## config.mk

```make
export PLATFORM = sky130hd
export DESIGN_NAME = dram_refresh_sched
export DESIGN_NICKNAME = d
export VERILOG_FILES = /design/src/rtl/dram_ref_pkg.sv /design/src/rtl/dram_ref_timer.sv /design/src/rtl/dram_ref_backlog.sv /design/src/rtl/dram_ref_cycle.sv /design/src/rtl/dram_refresh_sched.sv
export SDC_FILE = /design/constraint.sdc
export NUM_CORES = 1
export LEC_CHECK = 0
export BUFFER_PORTS_ARGS = -buffer_cell sky130_fd_sc_hd__buf_2
export CAP_MARGIN = 5
export CORE_MARGIN = 3
export CORE_UTILIZATION = 25
export CTS_CLUSTER_DIAMETER = 200
export DETAILED_ROUTE_END_ITERATION = 6
export GPL_TIMING_DRIVEN = 0
export SLEW_MARGIN = 20
export SYNTH_ARGS = -nofsm -noshare
export SYNTH_HDL_FRONTEND = slang
export SYNTH_SLANG_ARGS = --single-unit
```

## constraint.sdc

```tcl
create_clock -name clk_i -period 3.7 [get_ports clk_i]
set_input_delay 0.37 -clock clk_i [delete_from_list [all_inputs] [get_ports clk_i]]
set_output_delay 0.37 -clock clk_i [all_outputs]
set_load 0.01 [all_outputs]
```

## src/rtl/dram_ref_pkg.sv

```systemverilog
package dram_ref_pkg;
  typedef enum logic [2:0] {
    PH_IDLE,
    PH_CSR,
    PH_CHR,
    PH_RASL,
    PH_RP
  } phase_t;

  typedef enum logic [1:0] {
    M_PAUSE,
    M_WAKE,
    M_RUN
  } mode_t;
endpackage

```

## src/rtl/dram_ref_timer.sv

```systemverilog
module dram_ref_timer #(
  parameter int INTERVAL = 780
) (
  input  logic clk_i,
  input  logic rst_ni,
  input  logic en_i,
  output logic tick_o
);
  localparam int CW = (INTERVAL > 1) ? $clog2(INTERVAL) : 1;
  localparam logic [CW-1:0] LAST = CW'(INTERVAL - 1);

  logic [CW-1:0] cnt_q;

  assign tick_o = en_i && (cnt_q == LAST);

  always_ff @(posedge clk_i or negedge rst_ni) begin
    if (!rst_ni)      cnt_q <= '0;
    else if (!en_i)   cnt_q <= '0;
    else if (tick_o)  cnt_q <= '0;
    else              cnt_q <= cnt_q + 1'b1;
  end

  AST_TICK_GAP: assert property (@(posedge clk_i) disable iff (!rst_ni)
    tick_o |=> !tick_o);
endmodule

```

## src/rtl/dram_ref_backlog.sv

```systemverilog
module dram_ref_backlog #(
  parameter int MAX_OWED = 4
) (
  input  logic clk_i,
  input  logic rst_ni,
  input  logic clr_i,
  input  logic inc_i,
  input  logic dec_i,
  output logic pend_o,
  output logic full_o,
  output logic ovf_o
);
  localparam int OW = $clog2(MAX_OWED + 1);
  localparam logic [OW-1:0] LIM = OW'(MAX_OWED);

  logic [OW-1:0] owed_q;

  assign pend_o = (owed_q != '0);
  assign full_o = (owed_q >= LIM);
  assign ovf_o  = inc_i && !dec_i && (owed_q == LIM);

  always_ff @(posedge clk_i or negedge rst_ni) begin
    if (!rst_ni)                        owed_q <= '0;
    else if (clr_i || ovf_o)            owed_q <= '0;
    else if (inc_i && !dec_i)           owed_q <= owed_q + 1'b1;
    else if (dec_i && !inc_i && pend_o) owed_q <= owed_q - 1'b1;
  end

  AST_OWED_BOUND: assert property (@(posedge clk_i) disable iff (!rst_ni)
    owed_q <= LIM);
  AST_DEC_PENDING: assert property (@(posedge clk_i) disable iff (!rst_ni)
    (dec_i && !clr_i) |-> pend_o);
endmodule

```

## src/rtl/dram_ref_cycle.sv

```systemverilog
module dram_ref_cycle
  import dram_ref_pkg::*;
#(
  parameter int T_CSR = 1,
  parameter int T_CHR = 1,
  parameter int T_RAS = 3,
  parameter int T_RP  = 2
) (
  input  logic clk_i,
  input  logic rst_ni,
  input  logic start_i,
  output logic ras_n_o,
  output logic cas_n_o,
  output logic busy_o,
  output logic done_o
);
  localparam int T_RASL = T_RAS - T_CHR;
  localparam int M1 = (T_CSR > T_CHR) ? T_CSR : T_CHR;
  localparam int M2 = (T_RASL > T_RP) ? T_RASL : T_RP;
  localparam int MAXT = (M1 > M2) ? M1 : M2;
  localparam int CW = $clog2(MAXT + 1);

  phase_t        ph_q;
  logic [CW-1:0] cnt_q;

  assign cas_n_o = !((ph_q == PH_CSR) || (ph_q == PH_CHR));
  assign ras_n_o = !((ph_q == PH_CHR) || (ph_q == PH_RASL));
  assign busy_o  = (ph_q != PH_IDLE);
  assign done_o  = (ph_q == PH_RP) && (cnt_q == '0);

  always_ff @(posedge clk_i or negedge rst_ni) begin
    if (!rst_ni) begin
      ph_q  <= PH_IDLE;
      cnt_q <= '0;
    end else if (ph_q == PH_IDLE) begin
      if (start_i) begin
        ph_q  <= PH_CSR;
        cnt_q <= CW'(T_CSR - 1);
      end
    end else if (cnt_q != '0) begin
      cnt_q <= cnt_q - 1'b1;
    end else begin
      unique case (ph_q)
        PH_CSR:  begin ph_q <= PH_CHR;  cnt_q <= CW'(T_CHR - 1);  end
        PH_CHR:  begin ph_q <= PH_RASL; cnt_q <= CW'(T_RASL - 1); end
        PH_RASL: begin ph_q <= PH_RP;   cnt_q <= CW'(T_RP - 1);   end
        default: ph_q <= PH_IDLE;
      endcase
    end
  end

  AST_RAS_NEEDS_CAS: assert property (@(posedge clk_i) disable iff (!rst_ni)
    $fell(ras_n_o) |-> $past(!cas_n_o));
  AST_START_IDLE: assert property (@(posedge clk_i) disable iff (!rst_ni)
    start_i |-> !busy_o);
endmodule

```

## src/rtl/dram_refresh_sched.sv

```systemverilog
module dram_refresh_sched
  import dram_ref_pkg::*;
#(
  parameter int PAUSE_CYC    = 10000,
  parameter int REF_INTERVAL = 780,
  parameter int WAKE_CNT     = 8,
  parameter int MAX_OWED     = 4,
  parameter int T_CSR        = 1,
  parameter int T_CHR        = 1,
  parameter int T_RAS        = 3,
  parameter int T_RP         = 2
) (
  input  logic clk_i,
  input  logic rst_ni,
  input  logic gnt_i,
  output logic req_o,
  output logic urgent_o,
  output logic ras_n_o,
  output logic cas_n_o,
  output logic init_done_o,
  output logic overrun_o
);
  localparam int WW = $clog2(WAKE_CNT + 1);
  localparam logic [WW-1:0] WAKE_LOAD = WW'(WAKE_CNT);

  mode_t         mode_q;
  logic [WW-1:0] wake_left_q;
  logic          ovr_q;
  logic          pause_end, due_tick, pend, full, ovf;
  logic          busy, done, need, start;

  dram_ref_timer #(.INTERVAL(PAUSE_CYC)) u_pause (
    .clk_i  (clk_i),
    .rst_ni (rst_ni),
    .en_i   (mode_q == M_PAUSE),
    .tick_o (pause_end)
  );

  dram_ref_timer #(.INTERVAL(REF_INTERVAL)) u_due (
    .clk_i  (clk_i),
    .rst_ni (rst_ni),
    .en_i   (mode_q == M_RUN),
    .tick_o (due_tick)
  );

  dram_ref_backlog #(.MAX_OWED(MAX_OWED)) u_owed (
    .clk_i  (clk_i),
    .rst_ni (rst_ni),
    .clr_i  (mode_q != M_RUN),
    .inc_i  (due_tick),
    .dec_i  (done && (mode_q == M_RUN)),
    .pend_o (pend),
    .full_o (full),
    .ovf_o  (ovf)
  );

  dram_ref_cycle #(
    .T_CSR (T_CSR),
    .T_CHR (T_CHR),
    .T_RAS (T_RAS),
    .T_RP  (T_RP)
  ) u_cyc (
    .clk_i   (clk_i),
    .rst_ni  (rst_ni),
    .start_i (start),
    .ras_n_o (ras_n_o),
    .cas_n_o (cas_n_o),
    .busy_o  (busy),
    .done_o  (done)
  );

  always_comb begin
    unique case (mode_q)
      M_WAKE:  need = (wake_left_q != '0);
      M_RUN:   need = pend;
      default: need = 1'b0;
    endcase
  end

  assign start       = need && gnt_i && !busy;
  assign req_o       = need || busy;
  assign urgent_o    = (mode_q == M_RUN) && full;
  assign init_done_o = (mode_q == M_RUN);
  assign overrun_o   = ovr_q;

  always_ff @(posedge clk_i or negedge rst_ni) begin
    if (!rst_ni) begin
      mode_q      <= M_PAUSE;
      wake_left_q <= '0;
      ovr_q       <= 1'b0;
    end else begin
      unique case (mode_q)
        M_PAUSE: if (pause_end) begin
          mode_q      <= M_WAKE;
          wake_left_q <= WAKE_LOAD;
        end
        M_WAKE: if (done && (wake_left_q != '0)) begin
          wake_left_q <= wake_left_q - 1'b1;
          if (wake_left_q == WW'(1)) mode_q <= M_RUN;
        end
        M_RUN: if (ovf) begin
          mode_q      <= M_WAKE;
          wake_left_q <= WAKE_LOAD;
          ovr_q       <= 1'b1;
        end
        default: mode_q <= M_PAUSE;
      endcase
    end
  end

  AST_GNT_BEFORE_CAS: assert property (@(posedge clk_i) disable iff (!rst_ni)
    $fell(cas_n_o) |-> $past(gnt_i));
  AST_REQ_COVERS: assert property (@(posedge clk_i) disable iff (!rst_ni)
    (!ras_n_o || !cas_n_o) |-> req_o);
  AST_INIT_DROP: assert property (@(posedge clk_i) disable iff (!rst_ni)
    $fell(init_done_o) |-> overrun_o);
  AST_OVR_STICKY: assert property (@(posedge clk_i) disable iff (!rst_ni)
    $past(overrun_o) |-> overrun_o);
  AST_WAKE_RANGE: assert property (@(posedge clk_i) disable iff (!rst_ni)
    wake_left_q <= WAKE_LOAD);
endmodule

```

======== After elaboration in Yosys (flattened, before gate mapping) ========
Index checks and enable logic that the tools add are counted.
operators by class
  $lt $le $gt $ge ......................... 1
  add/sub/neg operators ................... 6
  equal/unequal tests ..................... 17
  muxes and demuxes ....................... 25
  reductions and logical operators ........ 37
operator list
  kind                                                             number
  14-bit two-way mux                                               2
  10-bit two-way mux                                               2
  3-bit two-way mux                                                6
  14-bit by 1-bit adder with 14-bit output, second input constant  1
  14-bit == test, second input constant                            1
  2-bit two-way mux                                                7
  1-bit logical AND                                                12
  4-bit two-way mux                                                3
  4-bit one-hot mux with 3 select lines                            1
  3-bit nonzero test                                               4
  10-bit by 1-bit adder with 10-bit output, second input constant  1
  10-bit == test, second input constant                            1
  2-bit != test, second input constant                             5
  3-bit one-hot mux with 3 select lines                            1
  4-bit AND reduction                                              2
  4-bit nonzero test                                               2
  3-bit by 2-bit == test with 1-bit output, second input constant  2
  3-bit == test, second input constant                             2
  2-bit one-hot mux with 3 select lines                            1
  2-bit AND reduction                                              3
  1-bit zero test                                                  5
  4-bit by 1-bit == test with 1-bit output, second input constant  1
  2-bit zero test                                                  2
  1-bit logical OR                                                 4
  14 further kinds                                                 15
storage, ports and cells
  bits of input ports ..................... 3
  flip-flop bits (word level) ............. 39
  output and inout port bits .............. 6

======== Logic depth before layout (Yosys ltp) ========
  depth after elaboration ................. 8
  gate-level depth with buffers ........... 10

======== Modules after synthesis ========
A second synthesis with hierarchy kept.
unflattened totals
  cells, all modules ...................... 231
  area total of the unflattened synthesis .. 2245.9 sq um
by module, submodules not included
  module                    times used  sequential area each (sq um)  cells an instance  area each (sq um)
  dram_ref_timer (u_pause)  1           350.3                         69                 675.6
  dram_refresh_sched        1           175.2                         56                 533.0
  dram_ref_timer (u_due)    1           250.2                         50                 511.7
  dram_ref_cycle            1           125.1                         29                 275.3
  dram_ref_backlog          1           75.1                          27                 250.2

======== Worst setup path before layout ========
Ideal clock, no wire load.
  path kind ............................... reg2reg
  start ................................... register mode_q[0]
  end ..................................... register u_owed.owed_q[2]
  arrival time ............................ 3134 ps
  data required time ...................... 3612 ps
  buffers on the path ..................... 2
  library setup time ...................... 88 ps
  path slack .............................. 478 ps
  cell stages (with the launch flop) ...... 11
  path through ............................ dfrtp_1 -> inv_1 -> ha_1 -> clkbuf_1 -> nand4_1 -> or4_1 -> buf_4 -> or2_2 -> fa_1 -> or4b_1 -> a41oi_1
between the ends
  word-level cells in the longest chain between the ends .. 7
  elaborated cells between the ends (all ways) .. 14
  classes of those cells .................. 2 x eq/ne; 2 x mux; 10 x reduce/logical
RTL lines
  element                                                                          RTL line                                        source
  start, declared                                                                  dram_refresh_sched.sv:26                        mode_t mode_q;
  start signal, assigned                                                           dram_refresh_sched.sv:88                        mode_q <= M_PAUSE;
  start signal, assigned                                                           dram_refresh_sched.sv:94                        mode_q <= M_WAKE;
  start signal, assigned                                                           dram_refresh_sched.sv:99                        if (wake_left_q == WW'(1)) mode_q <= M_RUN;
  2-bit == test (*)                                                                -
  net init_done_o                                                                  dram_refresh_sched.sv:20                        output logic init_done_o,
  1-bit logical AND                                                                dram_refresh_sched.sv:51                        .dec_i (done && (mode_q == M_RUN)),
  1-bit zero test                                                                  dram_ref_backlog.sv:20, dram_ref_backlog.sv:25
  1-bit logical AND                                                                dram_ref_backlog.sv:20, dram_ref_backlog.sv:25
  1-bit logical AND                                                                dram_ref_backlog.sv:20                          assign ovf_o = inc_i && !dec_i && (owed_q == LIM);
  1-bit logical OR                                                                 dram_ref_backlog.sv:24                          else if (clr_i || ovf_o) owed_q <= '0;
  3-bit nonzero test (no source line) / 3-bit two-way mux (equally long branches)  -
  end signal, assigned                                                             dram_ref_backlog.sv:25                          else if (inc_i && !dec_i) owed_q <= owed_q + 1'b1;
  end signal, assigned                                                             dram_ref_backlog.sv:26                          else if (dec_i && !inc_i && pend_o) owed_q <= owed_q - 1'b1;
  end, declared                                                                    dram_ref_backlog.sv:16                          logic [OW-1:0] owed_q;
The timed path passes the listed nets; every way through them passes the cells marked *.
A chain may end at the register's enable or synchronous reset.

======== Worst setup path after layout ========
  start ................................... register mode_q[0]
  end ..................................... register u_owed.owed_q[2]
between the ends
  word-level cells in the longest chain between the ends .. 7
  elaborated cells between the ends (all ways) .. 14
  classes of those cells .................. 2 x eq/ne; 2 x mux; 10 x reduce/logical
RTL lines
  element                                                                          RTL line
  2-bit == test                                                                    dram_refresh_sched.sv:42, dram_refresh_sched.sv:51
  1-bit logical AND                                                                dram_refresh_sched.sv:51
  1-bit zero test                                                                  dram_ref_backlog.sv:20, dram_ref_backlog.sv:25
  1-bit logical AND                                                                dram_ref_backlog.sv:20, dram_ref_backlog.sv:25
  1-bit logical AND                                                                dram_ref_backlog.sv:20
  1-bit logical OR                                                                 dram_ref_backlog.sv:24
  3-bit nonzero test (no source line) / 3-bit two-way mux (equally long branches)  -
Several ways; a longest one is shown, not always the timed one.

==> summary.md <==
| Metric | Value |
|---|---|
| Final ANT Viol Nets | 0 |
| Async SR Flop Fraction | between 90% and 100% |
| Critical path's largest stage delay | between 500 and 600 ps |
| FF+latch count, synth | 39 |
| Pre-CTS WS | between 200 and 300 ps |
| Port buffer count | 8 |
| CP Data Arrival Time | between 3000 and 4000 ps |
| Synth area leaders | dfrtp_1 46%, xor2_1 5.3%, ha_1 5.3% |
| Clock transition at path regs | about 80 ps |
| Post-synth EDFFs | 0 |
| Maximum vdd drop | 0.000146 V |
| Clock buffer depth | 2 |
| Design Power | about 0.81 mW |
| Outcome | finished, final reports clean |
| Die Y | 98.4 um |
| RSZ-0062 raised after global routing | no |
| Reg power frac | 52.9% |
| Most frequent cells in the layout | 39 x dfrtp_1, 29 x nor2_1, 13 x xor2_1 |
| Clock power share | 46.0% |
| Switching Share | about a fifth |
| DR iter-0 viols | between 100 and 150 |
| Die area | 9670 sq um |
| Final Slew Violations | 0 |
| Via density | 4.57 |
| Distinct cell type count after synthesis | 46 |
| DR vias | approximately 1500 |
| Syn Area/Cell | between 9 and 10 sq um |
| GR peak layer | met2 |
| P&R area growth vs syn | 13.6% |
| Period utilization | 93.5% |
| Dpl cells | between 300 and 400 |
| Largest net degree at the start of global routing | 40 |
| HP Class | in -> async |
| Most common cell after layout, fill and taps aside | dfrtp_1 |
| Final worst setup slack | approximately 240 ps |
| Crit start category | flop |
| Slowest cell on the critical path | or4b_1 |
| Endpoint type of the worst setup path | flop |
| Fin. Hold Viols | 0 |
| Worst endpoint required time | 3900 ps |
| Synthesized cell area | around 2100 sq um |
| Measured slew at the worst slew-check pin | between 800 and 900 ps |
| Clk sinks | 39 |
| Nets | between 200 and 250 |
| TritonCTS buffer count | 5 |
| Minimum clock period | about 3500 ps |
| Initial antenna violation count | 0 |
| Seq/Total Area, Yosys | a little under half |
| Met2 usage | roughly 13% |
| Yosys warns | 0 |
| Die W | 98.4 um |
| Met3 GRT Util | between 2 and 3% |
| Syn Inst Count | about 220 |
| Post-synth top area cell | dfrtp_1 |
| Post-CTS sizing | 0 |
| Worst R2R Setup Slack | about 240 ps |
| Global-route wire length before repair | 7.18 mm |
| Wire per inst | approximately 12 um |
| Fin cells | between 300 and 400 |
| Vias in the first global route | about 1500 |
| Initial Util | about a quarter |
| Grt ovf | 0 |
| Core area | a little over 8000 sq um |
| CP top delay family | simple AND/OR/NAND/NOR gates |
| Static Leakage | 1.04 nW |
| CTS tree | built |
| Crit path cell chain | inv_1, ha_1, clkbuf_1, nand4_1, or4_1, buf_4, or2_2, fa_1, or4b_1, a41oi_1 |
| Dpl hpwl | 2.77 mm |
| Tot GR Track Use | about 8.9% |
| Drt pass-1 iters | 4 |
| Top-area cell type share of the netlist area | 45.8% |
| Finish-stage setup viols | 0 |
| CTS Hold Bufs | 0 |
| Clock skew | roughly 7.4 ps |
| Skew-Pair Late Insertion Delay | ~290 ps |
| Post CTS Setup Buffer Count | 0 |
| Max-slew headroom | 41.5% |
| Antenna Cells | 0 |
| CP Buf/Inv Count | 3 |
| Syn nets | about 230 |
| Fin Setup TNS | 0 ps |
| DRC viols | 0 |
| GR Util met1 | between 10% and 20% |
| Fraction of layout cells with a size suffix above 1 | 10.8% |
| Power share of the combinational group | under 10% |
| Critical path class | reg -> reg |
| CTS H-tree depth | 2 |
| Global placer's final weighted congestion | just under 0.8 |
| Cell internal pwr | approximately 0.64 mW |
| Row cnt | 33 |
| Post-synth top flop | dfrtp_1 |
| FMAX | between 200 and 300 MHz |
| Pwr dens | approximately 330 nW/um^2 |
| Final wirelength | ~3.9 mm |
| Crit-path max FO | 10 |
| Hold slack | approximately 190 ps |
| CTS root buf | clkbuf_8 |
| Top-Level Pins | 9 |
| Psw | approximately 0.16 mW |
| Max-Cap Viols | 0 |
[per-stage QoR]
step / instance area, sq um / util [%]
floorplan: 2130 / -
global placement: 2300 / 27.9
detailed placement: 2300 / 27.9
CTS: 2420 / 29.3
global route: 2420 / 29.3
finish: 2420 / 29.3
[sequential cells by signal, indices dropped and copies added, names as in the netlist]
signal	count
mode_q	2
overrun_o	1
u_cyc.cnt_q	2
u_cyc.ph_q	3
u_due.cnt_q	10
u_owed.owed_q	3
u_pause.cnt_q	14
wake_left_q	4
[logic make-up (layout without fill, tap and decap cells)]
kind of cell | count (synthesis) | after routing | share of synthesized area (%)
AND/OR/NAND/NOR | 93 | 93 | 23.4
flip-flops | 39 | 39 | 45.8
AO/OA/AOI/OAI | 31 | 31 | 11.0
XOR/XNOR | 22 | 22 | 9.04
buffers and inverters | 17 | 33 | 3.17
adder cells (fa/ha/maj) | 10 | 10 | 6.22
multiplexers | 3 | 3 | 1.41
[cell type report]
class	instances	area, sq um
Buffer	7	30.0
Clock buffer	6	82.6
Clock inverter	2	35.0
Fill cell	877	5840
Inverter	10	37.5
Multi-Input combinational cell	159	1090
Sequential cell	39	976
Tap cell	105	131
Timing Repair Buffer	8	40.0
[cell usage after synthesis (all sizes together), types with 2 or more instances]
| library cell | instances |
|---|---|
| nand2b | 3 |
| o31a | 2 |
| a21oi | 2 |
| ha | 9 |
| nor2 | 29 |
| and3 | 4 |
| or3 | 2 |
| nand3 | 12 |
| o31ai | 5 |
| xnor2 | 9 |
| nor3 | 7 |
| nand2 | 11 |
| nor4 | 2 |
| and2 | 6 |
| mux2i | 3 |
| dfrtp | 39 |
| clkbuf | 6 |
| inv | 10 |
| o21ai | 10 |
| xor2 | 13 |
| a41oi | 2 |
| or4b | 2 |
| nand3b | 3 |
| a31oi | 2 |
| nand4 | 3 |
| or4 | 3 |
[power groups by stage]
stage,clock network [mW],logic (mW),registers (mW)
final,0.371,0.00900,0.426
after CTS,0.384,0.0101,0.426
after global routing,0.407,0.0111,0.426
after floorplan,0,0.00000469,0.434
after global placement,0,0.0101,0.434
after detailed placement,0,0.0101,0.434
[path summary, 6_finish.rpt]
path,depth (start not counted),startpoint,endpoint
max,10,mode_q[0]$_DFFE_PN0P_,u_owed.owed_q[2]$_DFFE_PN0P_
min,1,rst_ni,u_due.cnt_q[4]$_DFF_PN0_
max reg2reg,10,mode_q[0]$_DFFE_PN0P_,u_owed.owed_q[2]$_DFFE_PN0P_
min reg2reg,1,overrun_o$_DFFE_PN0P_,overrun_o$_DFFE_PN0P_
max in group asynchronous,1,rst_ni,wake_left_q[2]$_DFFE_PN0P_
min in group clk_i,1,overrun_o$_DFFE_PN0P_,overrun_o$_DFFE_PN0P_
[layer usage]
metal	vias to the layer above	share of wire, %
li1	774	-
met1	735	53
met2	18	43
met3	8	3.2
met4	0	1.3
met5	-	0
Power figures use the tool's default switching activity.
